`config.mk`:
```
export PLATFORM = sky130hd
export DESIGN_NAME = dvfs_seq_top
export DESIGN_NICKNAME = d
export VERILOG_FILES = /design/src/rtl/dvfs_pkg.sv /design/src/rtl/dvfs_vtable.sv /design/src/rtl/dvfs_settle.sv /design/src/rtl/dvfs_ctrl.sv /design/src/rtl/dvfs_seq_top.sv
export SDC_FILE = /design/constraint.sdc
export NUM_CORES = 1
export LEC_CHECK = 0
export BUFFER_PORTS_ARGS = -buffer_cell sky130_fd_sc_hd__buf_4
export CAP_MARGIN = 20
export CORE_MARGIN = 2
export CORE_UTILIZATION = 30
export CTS_BUF_LIST = sky130_fd_sc_hd__clkbuf_8
export DETAILED_ROUTE_END_ITERATION = 8
export PLACE_DENSITY = 0.49
export SLEW_MARGIN = 20
export SYNTH_ARGS = -nofsm -noshare
export SYNTH_HDL_FRONTEND = slang
export SYNTH_SLANG_ARGS = --single-unit
export TNS_END_PERCENT = 20
```
`constraint.sdc`:
```
create_clock -name clk -period 2.2 [get_ports clk]
set_input_delay 0.11 -clock clk [delete_from_list [all_inputs] [get_ports clk]]
set_output_delay 0.11 -clock clk [all_outputs]
set_load 0.01 [all_outputs]
```
`src/rtl/dvfs_pkg.sv`:
```
package dvfs_pkg;

  typedef enum logic [2:0] {
    SQ_IDLE,
    SQ_ISSUE1,
    SQ_WAIT1,
    SQ_ISSUE2,
    SQ_WAIT2
  } seq_state_e;

  // Supply code held by table entry idx after reset.
  function automatic int unsigned reset_vcode(int unsigned idx);
    return 16 + 4 * idx;
  endfunction

  // Going up the supply moves first; going down it moves second.
  function automatic logic step_is_volt(logic going_up, logic second_step);
    return going_up ^ second_step;
  endfunction

  // The settle budget is used up once the counter reaches the limit.
  function automatic logic limit_hit(logic [31:0] cnt, logic [31:0] limit);
    return cnt >= limit;
  endfunction

endpackage

```
`src/rtl/dvfs_vtable.sv`:
```
module dvfs_vtable
  import dvfs_pkg::*;
#(
  parameter int LVL_W  = 3,
  parameter int CODE_W = 6
) (
  input  logic              clk,
  input  logic              rst_n,
  input  logic              wr_en,
  input  logic [LVL_W-1:0]  wr_idx,
  input  logic [CODE_W-1:0] wr_code,
  input  logic [LVL_W-1:0]  rd_idx,
  output logic [CODE_W-1:0] rd_code
);
  localparam int LEVELS = 1 << LVL_W;

  logic [CODE_W-1:0] tbl [LEVELS];

  for (genvar g = 0; g < LEVELS; g++) begin : g_entry
    always_ff @(posedge clk) begin
      if (!rst_n)
        tbl[g] <= CODE_W'(reset_vcode(g));
      else if (wr_en && wr_idx == LVL_W'(g))
        tbl[g] <= wr_code;
    end
  end

  assign rd_code = tbl[rd_idx];

  assert_tbl_write_R2: assert property (@(posedge clk) disable iff (!rst_n)
    wr_en |=> tbl[$past(wr_idx)] == $past(wr_code));

endmodule

```
`src/rtl/dvfs_settle.sv`:
```
module dvfs_settle
  import dvfs_pkg::*;
#(
  parameter int CNT_W = 16
) (
  input  logic             clk,
  input  logic             rst_n,
  input  logic             start,
  input  logic             ready,
  input  logic [CNT_W-1:0] limit,
  output logic             fin,
  output logic             expired
);
  logic             active;
  logic [CNT_W-1:0] cnt;
  logic             budget_out;

  assign budget_out = limit_hit(32'(cnt), 32'(limit));
  assign fin        = active && (ready || budget_out);
  assign expired    = active && !ready && budget_out;

  always_ff @(posedge clk) begin
    if (!rst_n) begin
      active <= 1'b0;
      cnt    <= '0;
    end else if (start) begin
      active <= 1'b1;
      cnt    <= '0;
    end else if (fin) begin
      active <= 1'b0;
    end else if (active) begin
      cnt <= cnt + 1'b1;
    end
  end

  assert_cnt_bound_R7: assert property (@(posedge clk) disable iff (!rst_n)
    active |-> cnt <= limit);

  assert_fin_ends_wait_R6: assert property (@(posedge clk) disable iff (!rst_n)
    fin && !start |=> !active);

endmodule

```
`src/rtl/dvfs_ctrl.sv`:
```
module dvfs_ctrl
  import dvfs_pkg::*;
#(
  parameter int LVL_W  = 3,
  parameter int CODE_W = 6
) (
  input  logic              clk,
  input  logic              rst_n,
  input  logic              req_we,
  input  logic [LVL_W-1:0]  req_level,
  output logic [LVL_W-1:0]  lookup_idx,
  input  logic [CODE_W-1:0] lookup_code,
  input  logic              settle_fin,
  input  logic              settle_expired,
  output logic              settle_start,
  output logic              settle_on_volt,
  output logic              vreg_load,
  output logic [CODE_W-1:0] vreg_code,
  output logic              clk_load,
  output logic [LVL_W-1:0]  clk_level,
  output logic              busy,
  output logic              done,
  output logic [LVL_W-1:0]  cur_level,
  output logic              timeout_err
);
  seq_state_e        state;
  logic              pend_valid;
  logic [LVL_W-1:0]  pend_level;
  logic [LVL_W-1:0]  tgt_level;
  logic [CODE_W-1:0] tgt_code;
  logic              going_up;
  logic [CODE_W-1:0] code_q;
  logic [LVL_W-1:0]  freq_q;

  // Named events used by the logic and the assertions.
  logic              in_idle, take, same_level, issue, second, volt_step, seq_end;
  logic [LVL_W-1:0]  accept_level;

  assign in_idle      = (state == SQ_IDLE);
  assign accept_level = req_we ? req_level : pend_level;
  assign take         = in_idle && (req_we || pend_valid);
  assign same_level   = (accept_level == cur_level);
  assign issue        = (state == SQ_ISSUE1) || (state == SQ_ISSUE2);
  assign second       = (state == SQ_ISSUE2) || (state == SQ_WAIT2);
  assign volt_step    = step_is_volt(going_up, second);
  assign seq_end      = (state == SQ_WAIT2) && settle_fin;

  assign lookup_idx     = accept_level;
  assign settle_start   = issue;
  assign settle_on_volt = volt_step;
  assign vreg_load      = issue && volt_step;
  assign clk_load       = issue && !volt_step;
  assign vreg_code      = vreg_load ? tgt_code : code_q;
  assign clk_level      = clk_load ? tgt_level : freq_q;
  assign busy           = !in_idle;

  always_ff @(posedge clk) begin
    if (!rst_n) begin
      pend_valid <= 1'b0;
      pend_level <= '0;
    end else if (req_we && !in_idle) begin
      pend_valid <= 1'b1;
      pend_level <= req_level;
    end else if (take) begin
      pend_valid <= 1'b0;
    end
  end

  always_ff @(posedge clk) begin
    if (!rst_n) begin
      state     <= SQ_IDLE;
      tgt_level <= '0;
      tgt_code  <= '0;
      going_up  <= 1'b0;
      cur_level <= '0;
      done      <= 1'b0;
    end else begin
      done <= 1'b0;
      unique case (state)
        SQ_IDLE: if (take) begin
          if (same_level) begin
            done <= 1'b1;
          end else begin
            tgt_level <= accept_level;
            tgt_code  <= lookup_code;
            going_up  <= accept_level > cur_level;
            state     <= SQ_ISSUE1;
          end
        end
        SQ_ISSUE1: state <= SQ_WAIT1;
        SQ_WAIT1:  if (settle_fin) state <= SQ_ISSUE2;
        SQ_ISSUE2: state <= SQ_WAIT2;
        SQ_WAIT2:  if (settle_fin) begin
          cur_level <= tgt_level;
          done      <= 1'b1;
          state     <= SQ_IDLE;
        end
        default: state <= SQ_IDLE;
      endcase
    end
  end

  always_ff @(posedge clk) begin
    if (!rst_n) begin
      code_q      <= CODE_W'(reset_vcode(0));
      freq_q      <= '0;
      timeout_err <= 1'b0;
    end else begin
      if (vreg_load) code_q <= tgt_code;
      if (clk_load)  freq_q <= tgt_level;
      if (settle_expired) timeout_err <= 1'b1;
    end
  end

  assert_single_strobe_R3: assert property (@(posedge clk) disable iff (!rst_n)
    !(vreg_load && clk_load));

  assert_volt_before_clk_R3: assert property (@(posedge clk) disable iff (!rst_n)
    clk_load && going_up |-> vreg_code == tgt_code);

  assert_clk_before_volt_R4: assert property (@(posedge clk) disable iff (!rst_n)
    vreg_load && !going_up |-> clk_level == tgt_level);

  assert_quiet_when_idle_R5: assert property (@(posedge clk) disable iff (!rst_n)
    !busy |-> !(vreg_load || clk_load));

  assert_err_sticky_R7: assert property (@(posedge clk) disable iff (!rst_n)
    timeout_err |=> timeout_err);

  assert_level_moves_on_done_R8: assert property (@(posedge clk) disable iff (!rst_n)
    !$stable(cur_level) |-> done);

  assert_pending_starts_R9: assert property (@(posedge clk) disable iff (!rst_n)
    in_idle && pend_valid && !req_we && !same_level |=> busy);

endmodule

```
`src/rtl/dvfs_seq_top.sv`:
```
module dvfs_seq_top
  import dvfs_pkg::*;
#(
  parameter int LVL_W  = 3,
  parameter int CODE_W = 6,
  parameter int CNT_W  = 16
) (
  input  logic              clk,
  input  logic              rst_n,
  input  logic              tbl_we,
  input  logic [LVL_W-1:0]  tbl_idx,
  input  logic [CODE_W-1:0] tbl_code,
  input  logic              req_we,
  input  logic [LVL_W-1:0]  req_level,
  input  logic [CNT_W-1:0]  settle_limit,
  output logic              vreg_load,
  output logic [CODE_W-1:0] vreg_code,
  input  logic              vreg_ready,
  output logic              clk_load,
  output logic [LVL_W-1:0]  clk_level,
  input  logic              clk_locked,
  output logic              busy,
  output logic              done,
  output logic [LVL_W-1:0]  cur_level,
  output logic              timeout_err
);
  logic [LVL_W-1:0]  lookup_idx;
  logic [CODE_W-1:0] lookup_code;
  logic              settle_start, settle_on_volt, settle_fin, settle_expired;
  logic              settle_ready;

  assign settle_ready = settle_on_volt ? vreg_ready : clk_locked;

  dvfs_vtable #(.LVL_W(LVL_W), .CODE_W(CODE_W)) u_vtable (
    .clk     (clk),
    .rst_n   (rst_n),
    .wr_en   (tbl_we),
    .wr_idx  (tbl_idx),
    .wr_code (tbl_code),
    .rd_idx  (lookup_idx),
    .rd_code (lookup_code)
  );

  dvfs_settle #(.CNT_W(CNT_W)) u_settle (
    .clk     (clk),
    .rst_n   (rst_n),
    .start   (settle_start),
    .ready   (settle_ready),
    .limit   (settle_limit),
    .fin     (settle_fin),
    .expired (settle_expired)
  );

  dvfs_ctrl #(.LVL_W(LVL_W), .CODE_W(CODE_W)) u_ctrl (
    .clk            (clk),
    .rst_n          (rst_n),
    .req_we         (req_we),
    .req_level      (req_level),
    .lookup_idx     (lookup_idx),
    .lookup_code    (lookup_code),
    .settle_fin     (settle_fin),
    .settle_expired (settle_expired),
    .settle_start   (settle_start),
    .settle_on_volt (settle_on_volt),
    .vreg_load      (vreg_load),
    .vreg_code      (vreg_code),
    .clk_load       (clk_load),
    .clk_level      (clk_level),
    .busy           (busy),
    .done           (done),
    .cur_level      (cur_level),
    .timeout_err    (timeout_err)
  );

endmodule

```
Word level (Yosys, flattened, before mapping)
Memories as Yosys holds them, arrays and structs flattened. A register that Yosys moved wholly into a read port is not among the register bits.
Cells that the tools add are included.
{"block": "op_classes", "n_lt_le_gt_ge": 2, "bitwise": 12, "add_sub_neg": 1, "reduce_logical": 32, "mux": 50, "eq_ne": 16}
{"op": "6-bit two-way mux", "count": 9}
{"op": "1-bit two-way mux", "count": 33}
{"op": "3-bit two-way mux", "count": 6}
{"op": "16-bit by 1-bit adder with 16-bit output (second input constant)", "count": 1}
{"op": "16-bit greater-or-equal comparator", "count": 1}
{"op": "3-bit equality test (second input constant)", "count": 5}
{"op": "1-bit logical AND", "count": 15}
{"op": "3-bit case mux with 5 select lines", "count": 1}
{"op": "3-bit by 2-bit equality test with 1-bit output (second input constant)", "count": 4}
{"op": "2-bit != test (second input constant)", "count": 4}
{"op": "1-bit bitwise OR", "count": 8}
{"op": "3-bit by 1-bit equality test with 1-bit output (second input constant)", "count": 2}
{"op": "3-bit logical NOT", "count": 2}
{"op": "1-bit logical NOT", "count": 4}
{"op": "1-bit logical OR", "count": 4}
{"op": "2-bit AND reduction", "count": 2}
{"op": "4-bit AND reduction", "count": 1}
{"op": "2-bit nonzero test", "count": 2}
{"op": "3-bit equality test", "count": 1}
{"op": "3-bit greater-than comparator", "count": 1}
{"op": "1-bit inverter", "count": 3}
{"op": "3-bit AND reduction", "count": 1}
{"op": "1-bit case mux with 2 select lines", "count": 1}
{"op": "2-bit OR reduction", "count": 1}
{"op": "1-bit bitwise XOR", "count": 1}
{"block": "word_totals", "register_bits": 42, "out_inout_bits": 17, "word_cells": 126, "in_bits": 34, "ram_bits": 48, "n_memories": 1}
{"memory": "u_vtable.tbl", "words": 8, "word_bits": 6, "rd": 1, "rd_clocked_by_memory_dff": 1, "wr": 8, "line_no": "dvfs_vtable.sv:17", "text": "logic [CODE_W-1:0] tbl [LEVELS];"}

Depth between registers and ports, before layout
{"block": "logic_depth", "ltp_word": 8, "ltp_mapped": 11}

Modules after synthesis
A second synthesis with hierarchy kept.
{"block": "unflattened", "cells_unflattened": 462, "hier_area_um2": 4946.0}
{"mod": "dvfs_vtable", "cells_per_inst": 145, "area_per_inst_um2": 2293.4, "n_inst": 1}
{"mod": "dvfs_ctrl", "cells_per_inst": 159, "area_per_inst_um2": 1392.6, "n_inst": 1}
{"mod": "dvfs_settle", "cells_per_inst": 157, "area_per_inst_um2": 1244.9, "n_inst": 1}
{"mod": "dvfs_seq_top", "cells_per_inst": 1, "area_per_inst_um2": 15.0, "n_inst": 1}

Least setup slack after synthesis
Ideal clock, no wire load.
{"block": "synth_path", "path_type": "input-to-reg", "startpoint": "in req_we", "endpoint": "reg u_ctrl.tgt_level[0]", "t_arrival_ps": 2283, "cell_stages": 10, "path_slack_ps": -168, "t_required_ps": 2114, "path_buffers": 3, "path_cell_list": "clkbuf_1 -> mux2i_2 -> buf_2 -> ha_1 -> nand3_1 -> o21ai_0 -> nor2_1 -> clkbuf_1 -> nor2_1 -> a211oi_1"}
{"block": "synth_between", "elab_chain_len": 4, "word_cells_on_any_way": 6, "classes_between": "eq/ne: 1; mux: 1; bitwise: 1; reduce/logical: 3"}
{"element": "start, declared", "line_no": "dvfs_seq_top.sv:13", "text": "input logic req_we,"}
{"element": "3-bit two-way mux", "line_no": "dvfs_ctrl.sv:40", "text": "assign accept_level = req_we ? req_level : pend_level;"}
{"element": "3-bit equality test", "line_no": "dvfs_ctrl.sv:42", "text": "assign same_level = (accept_level == cur_level);"}
{"element": "1-bit inverter (no line)"}
{"element": "3-bit AND reduction (no line)"}
{"element": "end signal, assigned", "line_no": "dvfs_ctrl.sv:84", "text": "tgt_level <= accept_level;"}
{"element": "end, declared", "line_no": "dvfs_ctrl.sv:29", "text": "logic [LVL_W-1:0] tgt_level;"}
Parallel ways exist; a longest one is shown, timed or not.
A chain may end at the register's enable or synchronous reset.

Worst setup path in the final report
{"block": "layout_path", "startpoint": "reg u_settle.cnt[0]", "endpoint": "reg u_settle.cnt[12]"}
{"block": "layout_between", "elab_chain_len": 5, "word_cells_on_any_way": 6, "classes_between": "add/sub: 1; order compare: 1; bitwise: 1; reduce/logical: 3"}
{"element": "start, declared", "line_no": "dvfs_settle.sv:15", "text": "logic [CNT_W-1:0] cnt;"}
{"element": "start signal, assigned", "line_no": "dvfs_settle.sv:32", "text": "cnt <= cnt + 1'b1;"}
{"element": "16-bit greater-or-equal comparator", "line_no": "dvfs_pkg.sv:23", "text": "return cnt >= limit;"}
{"element": "1-bit logical OR", "line_no": "dvfs_settle.sv:19", "text": "assign fin = active && (ready || budget_out);"}
{"element": "1-bit logical AND", "line_no": "dvfs_settle.sv:19"}
{"element": "1-bit inverter (no line)"}
{"element": "2-bit AND reduction (no line)"}
Parallel ways exist; a longest one is shown, timed or not.

==> impl_metrics.py <==
metrics = {
    "outcome": {
        "status": "complete, but fails checks",
        "violations": "setup timing",
    },
    "worst_setup_path": {
        "cp_slowest_stage_delay_ns": 0.52,
        "worstSetupStartpointType": "register",
        "r2r_start": "u_settle.cnt[0]",
        "required_ns": 2.53,
        "crit_path_top_delay_cell": "or4_1",
        "end_kind": "register",
        "critPathKind": "register to register",
        "arrival_ns": 2.64,
        "r2r_slack_ns": -0.12,
        "r2r_end": "u_settle.cnt[12]",
        "reg2reg_depth": 8,
        "crit_fanout": 7,
        "path_cells": "inv_2, ha_4, nand2b_4, a2111o_1, a32oi_4, nand3_4, or4_1, a21oi_1",
    },
    "run": {
        "maxCapViolCount": 0,
    },
    "cts": {
        "clkTransAtPathRegs_ns": 0.10,
        "htree_levels": 3,
        "cts_buffers": 9,
        "cts_tree": "done",
        "root_buffer": "clkbuf_8",
        "clock_latency_ns": 0.38,
        "cts_sinks": 96,
        "clk_path_buf_depth": 2,
    },
    "grt": {
        "antenna_found_initial": 0,
        "met3_usage_pct": 3.50,
        "grt_max_degree": 27,
        "grt_pass1_wl_mm": 18.3,
        "use_met1_pct": 18.3,
        "grt_use_met2_pct": 23.2,
        "grt_pass1_vias": 3643,
        "track_usage_pct": 14.1,
        "grt-ovfl-total": 0,
        "top_usage_layer": "met2",
    },
    "floorplanning": {
        "ios": 51,
        "start_util_pct": 30.5,
        "num_rows": 46,
        "die_area_um2": 17100,
        "fp.coreArea_um2": 15800,
        "die_x_um": 131,
        "chipHeight_um": 131,
    },
    "route": {
        "vias_per_cell": 4.65,
        "drt-wirelength-per-cell_um": 14.1,
        "ant_nets": 0,
        "drt-total-wl_mm": 11.4,
        "drc": 0,
        "first_pass_iters": 4,
        "drt_iter0_drc": 149,
        "vias": 3746,
    },
    "sta": {
        "tightest_slew_ns": 0.598,
        "timing.fmax_mhz": 432,
        "hold_violations": 0,
        "worst_slack_ns": -0.117,
        "slew_headroom_pct": 59.8,
        "period_needed_ns": 2.32,
        "fin_crit_sh_pct": 105,
        "rsz0062_at_grt": "true",
        "setup_viol": 15,
        "hold_slack_ns": 0.0624,
        "skew_ns": 0.0143,
        "slew_viol_final": 0,
    },
    "synthesis": {
        "seq_area_frac_synth_pct": 49.9,
        "synth.distinct_cells": 41,
        "yosysMostFrequentCell": "nand2_1",
        "synth_fp_nets": 548,
        "synth_common_cells": "nand2_1, dfxtp_1, edfxtp_1, and2_1, mux2i_1",
        "syn_area_um2": 4810,
        "synth.avg_cell_area_um2": 9.75,
        "synthCells": 494,
        "async_flop_share_pct": 0,
        "yosys_most_used_dff": "edfxtp_1",
        "yosys.area.top_type_share_pct": 29.9,
        "yosysTopAreaCell": "edfxtp_1",
        "synth_area_leaders": "edfxtp_1, dfxtp_1, mux2i_1, nand2_1, and2_1",
        "synth-edff-count": 48,
        "synth_seq_cells": 96,
        "yosysWarnings": 0,
    },
    "place": {
        "gp_congestion": 0.770,
        "post-place-ws_ns": -0.222,
        "dp_hpwl_mm": 8.51,
        "portBuffers": 50,
    },
    "final_layout": {
        "layout.nets": 638,
        "fin_util_pct": 38.3,
        "fill_cells": 1656,
        "syn2layout_area_growth_pct": 25.4,
        "drive_gt1_share_pct": 21.9,
        "antenna_cells": 0,
    },
    "hold_path": {
        "hold_end": "u_vtable.tbl[1][2]",
        "hp-start": "tbl_code[2]",
        "hold_path_depth": 2,
        "hold_class": "input port to register",
    },
    "power": {
        "leakage_nw": 2.55,
        "p_per_area_nw_per_um2": 616,
        "vdd_drop_max_mv": 0.395,
    },
}
-- flip-flops by register name, indices dropped and copies added, names as in the netlist, 3 cells and up --
| name | cells |
|---|---|
| u_ctrl.cur_level | 3 |
| u_ctrl.code_q | 6 |
| u_ctrl.tgt_code | 6 |
| u_settle.cnt | 16 |
| u_ctrl.freq_q | 3 |
| u_ctrl.state | 3 |
| u_ctrl.tgt_level | 3 |
| u_ctrl.pend_level | 3 |
| u_vtable.tbl | 48 |
-- cell type report --
cell class                      count  area (µm²)  area share (%)
Inverter                           27         101            1.68
Sequential cell                    96        2400            39.8
Multi-Input combinational cell    353        2330            38.7
Clock buffer                        9         124            2.05
Timing Repair Buffer               97         739            12.3
Tap cell                          216         270            4.48
Clock inverter                      7        62.6            1.04
-- critical path, delay by kind of cell, from the launching register on --
kind,cells,cell delay (ns)
AO/OA/AOI/OAI,3,0.87
adder cells (fa/ha/maj),1,0.19
buffers and inverters,1,0.07
flip-flops,1,0.33
AND/OR/NAND/NOR,3,0.80
-- worst max-delay path by stage --
stage / startpoint / endpoint / cells past startpoint / slack [ns]
floorplan: u_settle.cnt[0] / u_settle.cnt[13] / 9 / -0.09
global placement: u_settle.cnt[0] / u_settle.cnt[12] / 8 / -0.17
detailed placement: u_settle.cnt[0] / u_settle.cnt[15] / 8 / -0.22
CTS: u_settle.cnt[0] / u_settle.cnt[12] / 8 / -0.09
global route: u_settle.cnt[0] / u_settle.cnt[12] / 8 / -0.21
finish: u_settle.cnt[0] / u_settle.cnt[12] / 8 / -0.12
-- cell families (layout without fill, tap and decap cells) --
family	after synthesis	count (layout)	synth area share, %
AOI/OAI and AO/OA	72	72	9.30
xor gates and xnor gates	5	5	0.910
buffers and inverters	45	140	3.77
adders and majority gates	20	20	5.20
muxes	36	36	7.64
and+or+nand+nor	220	220	23.3
DFF	96	96	49.9
-- through the flow --
stage	instances	total power [W]	instance area (µm²)	setup TNS, ns
after floorplan	494	0.00237	4830	-0.545
after global placement	783	0.00260	5700	-1.95
after detailed placement	783	0.00261	5700	-2.42
after CTS	804	0.00377	6000	-0.277
after global routing	805	0.00391	6040	-2.65
final	805	0.00372	6040	-0.564
-- metal layers --
layer | routed length (µm) | vias to the layer above
met1 | 5450 | 1739
met3 | 452 | 14
met4 | 187 | 0
met5 | 0 | -
li1 | - | 1934
met2 | 5300 | 59
-- cells in the final DEF, fill, tap and decap left out, drive strengths merged, types with 18 or more instances in the layout --
cell type / count
ha: 20
nor2: 22
edfxtp: 48
nand2: 76
and2: 40
nand3: 23
inv: 27
a21oi: 18
dfxtp: 48
or3: 24
o21ai: 24
mux2i: 36
buf: 94
-- timing repair --
action | CTS | global route
gates resized for setup | 14 | 5
hold buffers | 3 | 0
setup endpoints to repair | 20 | 21
endpoints found under the hold margin | 3 | 0
pin swaps | 11 | 4
setup buffers | 2 | 1
-- report_power, final --
part	total (W)	leakage, nW	internal (W)	switching (W)
clock network	0.00114	0.0925	0.000514	0.000622
logic	0.000554	1.60	0.000246	0.000308
registers	0.00203	0.859	0.00198	0.0000524
Note: power is estimated with default switching activity, not from simulation.
